[config.mk]
export PLATFORM = sky130hd
export DESIGN_NAME = core_tick_bank
export DESIGN_NICKNAME = d
export VERILOG_FILES = /design/src/rtl/ltick_pkg.sv /design/src/rtl/ltick_prescaler.sv /design/src/rtl/ltick_evtcnt.sv /design/src/rtl/ltick_unit.sv /design/src/rtl/core_tick_bank.sv
export SDC_FILE = /design/constraint.sdc
export NUM_CORES = 1
export LEC_CHECK = 0
export ABC_AREA = 1
export BUFFER_PORTS_ARGS = -buffer_cell sky130_fd_sc_hd__clkbuf_2
export CAP_MARGIN = 20
export CORE_ASPECT_RATIO = 0.5
export CORE_MARGIN = 2
export CORE_UTILIZATION = 30
export CTS_BUF_LIST = sky130_fd_sc_hd__clkbuf_2 sky130_fd_sc_hd__clkbuf_4 sky130_fd_sc_hd__clkbuf_8
export DETAILED_ROUTE_END_ITERATION = 8
export PLACE_DENSITY = 0.52
export SETUP_SLACK_MARGIN = 0.02
export SLEW_MARGIN = 40
export SYNTH_ARGS = -nofsm -noshare
export SYNTH_HDL_FRONTEND = slang
export SYNTH_SLANG_ARGS = --single-unit
[constraint.sdc]
create_clock -name clk -period 2.9 [get_ports clk]
set_input_delay 0.58 -clock clk [delete_from_list [all_inputs] [get_ports clk]]
set_output_delay 0.58 -clock clk [all_outputs]
set_load 0.005 [all_outputs]
[src/rtl/ltick_pkg.sv]
package ltick_pkg;

  // register offsets inside one timer window
  localparam logic [7:0] OFF_DIV    = 8'h00;
  localparam logic [7:0] OFF_CNTBUF = 8'h08;
  localparam logic [7:0] OFF_CTRL   = 8'h20;
  localparam logic [7:0] OFF_STAT   = 8'h30;
  localparam logic [7:0] OFF_EN     = 8'h34;
  localparam logic [7:0] OFF_ACK    = 8'h40;

  // write-acknowledge bit positions
  localparam int ACK_DIV    = 0;
  localparam int ACK_CNTBUF = 1;
  localparam int ACK_CTRL   = 3;

  // load-request flag in the count buffer write
  localparam int LOAD_REQ_BIT = 31;

  typedef struct packed {
    logic periodic;   // bit 2
    logic evt_run;    // bit 1
    logic tick_run;   // bit 0
  } ltick_ctrl_t;

endpackage

[src/rtl/ltick_prescaler.sv]
module ltick_prescaler #(
  parameter int TICK_W = 32
) (
  input  logic              clk,
  input  logic              rst_n,
  input  logic              run,
  input  logic [TICK_W-1:0] divisor,
  output logic              tick
);

  logic [TICK_W-1:0] cnt_q;

  assign tick = run && (cnt_q == '0);

  always_ff @(posedge clk or negedge rst_n) begin
    if (!rst_n) begin
      cnt_q <= '0;
    end else if (run) begin
      if (cnt_q == '0) cnt_q <= divisor;
      else             cnt_q <= cnt_q - 1'b1;
    end
  end

  // stopped prescaler holds its count
  p_hold_when_stopped_r7: assert property (@(posedge clk) disable iff (!rst_n)
    !run |=> $stable(cnt_q));

  // a tick restarts the period from the divisor
  p_reload_on_tick_r3: assert property (@(posedge clk) disable iff (!rst_n)
    tick |=> (cnt_q == $past(divisor)));

endmodule

[src/rtl/ltick_evtcnt.sv]
module ltick_evtcnt #(
  parameter int CNT_W = 31
) (
  input  logic             clk,
  input  logic             rst_n,
  input  logic             tick,
  input  logic             run,
  input  logic             periodic,
  input  logic [CNT_W-1:0] buf_val,
  input  logic             load_req,
  output logic             load_pend,
  output logic             expire
);

  logic [CNT_W-1:0] cnt_q;
  logic             at_end;

  assign at_end = (cnt_q <= CNT_W'(1));
  assign expire = tick && !load_pend && run && at_end;

  always_ff @(posedge clk or negedge rst_n) begin
    if (!rst_n) begin
      load_pend <= 1'b0;
    end else if (load_req) begin
      load_pend <= 1'b1;
    end else if (tick) begin
      load_pend <= 1'b0;
    end
  end

  always_ff @(posedge clk or negedge rst_n) begin
    if (!rst_n) begin
      cnt_q <= '0;
    end else if (tick) begin
      if (load_pend) begin
        cnt_q <= buf_val;
      end else if (run) begin
        if (at_end) cnt_q <= periodic ? buf_val : '0;
        else        cnt_q <= cnt_q - 1'b1;
      end
    end
  end

  // a pending load lands on the tick
  p_load_lands_r4: assert property (@(posedge clk) disable iff (!rst_n)
    (tick && load_pend) |=> (cnt_q == $past(buf_val)));

  // stopped event stage holds unless a load lands
  p_hold_when_stopped_r7: assert property (@(posedge clk) disable iff (!rst_n)
    (!run && !(tick && load_pend)) |=> $stable(cnt_q));

endmodule

[src/rtl/ltick_unit.sv]
module ltick_unit
  import ltick_pkg::*;
#(
  parameter int TICK_W = 32,
  parameter int CNT_W  = 31
) (
  input  logic        clk,
  input  logic        rst_n,
  input  logic        sel,
  input  logic        wr,
  input  logic [7:0]  off,
  input  logic [31:0] wdata,
  output logic [31:0] rd_data,
  output logic        irq
);

  logic [TICK_W-1:0] div_q;
  logic [CNT_W-1:0]  cntbuf_q;
  ltick_ctrl_t       ctrl_q;
  logic              stat_q;
  logic              en_q;
  logic [3:0]        ack_q;

  logic wr_div, wr_cntbuf, wr_ctrl, wr_stat, wr_en, wr_ack;
  logic tick, expire, load_pend;

  assign wr_div    = sel && wr && (off == OFF_DIV);
  assign wr_cntbuf = sel && wr && (off == OFF_CNTBUF);
  assign wr_ctrl   = sel && wr && (off == OFF_CTRL);
  assign wr_stat   = sel && wr && (off == OFF_STAT);
  assign wr_en     = sel && wr && (off == OFF_EN);
  assign wr_ack    = sel && wr && (off == OFF_ACK);

  ltick_prescaler #(.TICK_W(TICK_W)) u_pre (
    .clk     (clk),
    .rst_n   (rst_n),
    .run     (ctrl_q.tick_run),
    .divisor (div_q),
    .tick    (tick)
  );

  ltick_evtcnt #(.CNT_W(CNT_W)) u_evt (
    .clk       (clk),
    .rst_n     (rst_n),
    .tick      (tick),
    .run       (ctrl_q.evt_run),
    .periodic  (ctrl_q.periodic),
    .buf_val   (cntbuf_q),
    .load_req  (wr_cntbuf && wdata[LOAD_REQ_BIT]),
    .load_pend (load_pend),
    .expire    (expire)
  );

  always_ff @(posedge clk or negedge rst_n) begin
    if (!rst_n) begin
      div_q    <= '0;
      cntbuf_q <= '0;
      en_q     <= 1'b0;
    end else begin
      if (wr_div)    div_q    <= wdata[TICK_W-1:0];
      if (wr_cntbuf) cntbuf_q <= wdata[CNT_W-1:0];
      if (wr_en)     en_q     <= wdata[0];
    end
  end

  always_ff @(posedge clk or negedge rst_n) begin
    if (!rst_n) begin
      ctrl_q <= '0;
    end else if (wr_ctrl) begin
      ctrl_q <= ltick_ctrl_t'(wdata[2:0]);
    end else if (expire && !ctrl_q.periodic) begin
      ctrl_q.evt_run <= 1'b0;
    end
  end

  always_ff @(posedge clk or negedge rst_n) begin
    if (!rst_n) begin
      stat_q <= 1'b0;
    end else if (expire) begin
      stat_q <= 1'b1;
    end else if (wr_stat && wdata[0]) begin
      stat_q <= 1'b0;
    end
  end

  always_ff @(posedge clk or negedge rst_n) begin
    if (!rst_n) begin
      ack_q <= '0;
    end else begin
      ack_q <= (wr_ack ? (ack_q & ~wdata[3:0]) : ack_q)
             | {wr_ctrl, 1'b0, wr_cntbuf, wr_div};
    end
  end

  assign irq = stat_q && en_q;

  always_comb begin
    rd_data = '0;
    if (sel && !wr) begin
      unique case (off)
        OFF_DIV:    rd_data[TICK_W-1:0] = div_q;
        OFF_CNTBUF: begin
          rd_data[CNT_W-1:0]      = cntbuf_q;
          rd_data[LOAD_REQ_BIT]   = load_pend;
        end
        OFF_CTRL:   rd_data[2:0] = ctrl_q;
        OFF_STAT:   rd_data[0]   = stat_q;
        OFF_EN:     rd_data[0]   = en_q;
        OFF_ACK:    rd_data[3:0] = ack_q;
        default:    rd_data      = '0;
      endcase
    end
  end

  // expiry latches status
  p_expire_sets_stat_r5: assert property (@(posedge clk) disable iff (!rst_n)
    expire |=> stat_q);

  // one-shot expiry stops the event stage
  p_oneshot_stops_r6: assert property (@(posedge clk) disable iff (!rst_n)
    (expire && !ctrl_q.periodic && !wr_ctrl) |=> !ctrl_q.evt_run);

  // control write acknowledged
  p_ack_ctrl_r9: assert property (@(posedge clk) disable iff (!rst_n)
    wr_ctrl |=> ack_q[ACK_CTRL]);

endmodule

[src/rtl/core_tick_bank.sv]
module core_tick_bank #(
  parameter int NUM_CORES = 2,
  parameter int ADDR_W    = 12,
  parameter int BASE_WIN  = 3,
  parameter int TICK_W    = 32,
  parameter int CNT_W     = 31
) (
  input  logic                 clk,
  input  logic                 rst_n,
  input  logic                 bus_sel,
  input  logic                 bus_wr,
  input  logic [ADDR_W-1:0]    bus_addr,
  input  logic [31:0]          bus_wdata,
  output logic                 bus_rvalid,
  output logic [31:0]          bus_rdata,
  output logic [NUM_CORES-1:0] irq
);

  localparam int WIN_W = ADDR_W - 8;

  logic [31:0] rd_vec [NUM_CORES];
  logic [31:0] rd_any;

  for (genvar g = 0; g < NUM_CORES; g++) begin : g_core
    logic hit;
    assign hit = bus_sel && (bus_addr[ADDR_W-1:8] == WIN_W'(BASE_WIN + g));

    ltick_unit #(.TICK_W(TICK_W), .CNT_W(CNT_W)) u_unit (
      .clk     (clk),
      .rst_n   (rst_n),
      .sel     (hit),
      .wr      (bus_wr),
      .off     (bus_addr[7:0]),
      .wdata   (bus_wdata),
      .rd_data (rd_vec[g]),
      .irq     (irq[g])
    );
  end

  always_comb begin
    rd_any = '0;
    for (int i = 0; i < NUM_CORES; i++) rd_any = rd_any | rd_vec[i];
  end

  always_ff @(posedge clk or negedge rst_n) begin
    if (!rst_n) begin
      bus_rvalid <= 1'b0;
      bus_rdata  <= '0;
    end else begin
      bus_rvalid <= bus_sel && !bus_wr;
      bus_rdata  <= rd_any;
    end
  end

  // every read request answered next cycle
  p_read_answered_r10: assert property (@(posedge clk) disable iff (!rst_n)
    (bus_sel && !bus_wr) |=> bus_rvalid);

endmodule

==> out/results.ini <==
[place]
io_buffers = 82
post-place-cells = 3559
hpwlAfterDp_mm = 46.7
gp_congestion = 0.924

[critical_path]
reg2reg_depth = 10
cp.required_ns = 3.46
reg2reg_from = g_core[1].u_unit.u_pre.cnt_q[0]
end_kind = register
critPathMaxFanout = 28
setup.worst_path.class = reg2reg
rr_endpoint = g_core[1].u_unit.u_evt.cnt_q[18]
cp-start-kind = register
worstPathArrival_ns = 2.82
r2r_slack_ns = 0.64

[synthesis]
ys_ff_latch = 305
synth.yosys.seq_area_share_pct = 41.2
synth.cell_area_um2 = 18500
synth_top_area_cell = dfrtp_1
yosysMostFrequentCell = nand2_1
synthesis.nets = 2783
synth_common_cells = nand2_1, nor2_1, dfrtp_1
synthFlopType = dfrtp_1
avgSynthCellArea_um2 = 6.79
syn_inst = 2727
synth_area_leaders = dfrtp_1, nand2_1, nor2_1
synth_top_area_share_pct = 41.2
synth-edff-count = 0
synth_cell_type_count = 42
yosysWarnings = 0
synthArstFlopShare_pct = 100

[timing]
worst_slew_pin_slew_ns = 0.674
fin_skew_ns = 0.0240
final_hold_viol_count = 0
slew_viol_final = 0
fmax_mhz = 443
period_share_pct = 77.8
slew_headroom_pct = 55.0
whs_ns = 0.172
setup_tns_ns = 0
rsz0062_at_grt = no
fin_crit_ns = 2.26
finalSetupViolCount = 0

[cts]
htree_levels = 2
clkSinkCount = 305
cts.path.max_buffers = 3
clock-root-buffer = clkbuf_8
cts_tree = done
cts_made_buffers = 51
clk_pin_slew_worst_paths_ns = 0.07
clk_latency_ns = 0.63

[global_routing]
grt_pass1_wl_mm = 99.7
grt_use_total_pct = 20.0
grt_pass1_vias = 16400
grt-ovfl-total = 0
antenna_found_initial = 2
grt_max_degree = 68

[run]
maxCapViolCount = 0

[route]
post_drt_wl_per_cell_um = 17.4
drtAntennaViolNets = 0
drt_iter0_markers = 1599
drc = 0
wirelength_mm = 63.8
viasPerCell = 4.80
num_vias = 17500
drt_pass1_iterations = 6

[min_path]
min_delay_path_depth = 3
hp-start = bus_sel
hold_class = in2reg
holdPathEnd = bus_rvalid

[cells_and_area]
area_growth_pct = 13.3
drive_gt1_share_pct = 10.8
seq_area_um2 = 7630
final_nets = 2844
layout.cells.non_filler = 3656
n_fill_cell = 6577
multi_input_area_um2 = 9280

[pwr]
comb_power_share_pct = 17.9
power.leakage_nw = 11.1
power.density_nw_per_um2 = 576
p_seq_share_pct = 43.3
swShare_pct = 32.3
power.switching_mw = 3.90
clkPwrFrac_pct = 38.8
internal_power_mw = 8.18
ir_drop_v = 0.000281

[floorplan]
io_pins = 83
core_um2 = 61000
dieArea_um2 = 63800
fp-row-count = 64
die_w_um = 355
initial_utilization_pct = 30.3
die-height_um = 180

[run_status]
outcome = completed

[power by group through the flow]
stage | clock network [mW] | registers [mW] | logic [mW]
after floorplan | 0 | 5.14 | 1.64
after global placement | 0 | 5.29 | 2.13
after detailed placement | 0 | 5.29 | 2.16
after CTS | 4.77 | 5.22 | 2.17
after global routing | 4.98 | 5.29 | 2.54
final | 4.68 | 5.23 | 2.17
[layout make-up]
type                            instances  share of cell area [%]
Multi-Input combinational cell       2044                    44.3
Clock buffer                           77                    4.85
Sequential cell                       305                    36.4
Timing Repair Buffer                  117                    3.63
Antenna cell                            1                  0.0119
Tap cell                              825                    4.93
Clock inverter                         18                    1.07
Inverter                              269                    4.82
[logic make-up (layout without fill, tap and decap cells)]
kind of cell | count (synthesis) | after routing | synth area share (%)
AOI/OAI and AO/OA | 397 | 397 | 11.3
xor gates and xnor gates | 54 | 54 | 2.56
adders and majority gates | 8 | 8 | 0.541
buffers and inverters | 378 | 481 | 8.66
DFF | 305 | 305 | 41.2
other | 0 | 1 | 0
and+or+nand+nor | 1585 | 1585 | 35.7
[metrics by stage]
stage | cell area [um2] | setup WS [ns] | power (mW) | util [%]
2_1_floorplan | 18500 | 1.15 | 6.78 | -
3_3_place_gp | 19700 | 0.546 | 7.41 | 32.3
3_5_place_dp | 19700 | 0.601 | 7.45 | 32.3
4_1_cts | 21000 | 0.625 | 12.2 | 34.3
5_1_grt | 21000 | 0.389 | 12.8 | 34.3
6_report | 21000 | 0.645 | 12.1 | 34.3
[critical path, cell delays in order, from the launching register on]
cell and delay (ns):
dfrtp_1 0.39, inv_1 0.15, ha_1 0.17, inv_1 0.06
nor3_1 0.22, nand3_2 0.15, nor2_8 0.25, nand3_4 0.43
nor2_2 0.21, nand2_1 0.08, nand2_1 0.06
[cell usage in the layout, fill, tap and decap left out, types with 8 or more instances in the layout]
master,synthesis,final
o22ai_1,20,20
nand2_1,920,916
dfrtp_1,305,305
o21ai_0,258,258
or2_2,10,10
nor2_2,42,42
clkbuf_2,1,81
nor2_1,373,373
xor2_1,31,31
clkinv_2,0,10
inv_1,259,258
nor3_1,16,16
inv_2,9,10
a21o_1,16,16
nand4_1,27,27
ha_1,8,8
a21oi_1,79,79
buf_4,9,28
nand3_1,162,162
xnor2_1,23,23
nand2_2,8,12
clkbuf_8,0,70
[state kept, by name, summed over array words and instances, names as in the netlist]
register / count
bus_rdata: 32
g_core.u_unit.u_pre.cnt_q: 64
bus_rvalid: 1
g_core.u_unit.stat_q: 2
g_core.u_unit.ack_q: 8
g_core.u_unit.en_q: 2
g_core.u_unit.u_evt.cnt_q: 62
g_core.u_unit.div_q: 64
g_core.u_unit.cntbuf_q: 62
g_core.u_unit.ctrl_q: 6
g_core.u_unit.u_evt.load_pend: 2
[worst max-delay path by stage]
stage | startpoint | to | slack (ns) | cells past startpoint
after floorplan | bus_addr[10] | bus_rdata[1] | 1.15 | 8
final | g_core[1].u_unit.u_pre.cnt_q[0] | g_core[1].u_unit.u_evt.cnt_q[18] | 0.64 | 10
after CTS | g_core[1].u_unit.u_pre.cnt_q[0] | g_core[1].u_unit.u_evt.cnt_q[3] | 0.62 | 10
after global placement | bus_addr[10] | g_core[0].u_unit.ctrl_q[1] | 0.55 | 9
after detailed placement | bus_addr[10] | g_core[0].u_unit.ctrl_q[1] | 0.60 | 9
after global routing | g_core[1].u_unit.u_pre.cnt_q[0] | g_core[1].u_unit.u_evt.cnt_q[2] | 0.39 | 10
[timing repair]
item                                   CTS  global route
resized for setup                        0             0
hold buffers                             1             0
endpoints found under the hold margin   49             0
setup buffers                            0             0
[routing by layer]
| metal | share of wire [%] | vias to the layer above | track usage, % |
|---|---|---|---|
| met3 | 5.4 | 73 | 2.96 |
| met5 | 0 | - | 0 |
| met4 | 1.6 | 0 | 4.00 |
| li1 | - | 8730 | - |
| met1 | 49 | 8273 | 29.8 |
| met2 | 44 | 465 | 30.6 |
No activity file was read; power rests on OpenSTA's default activity.
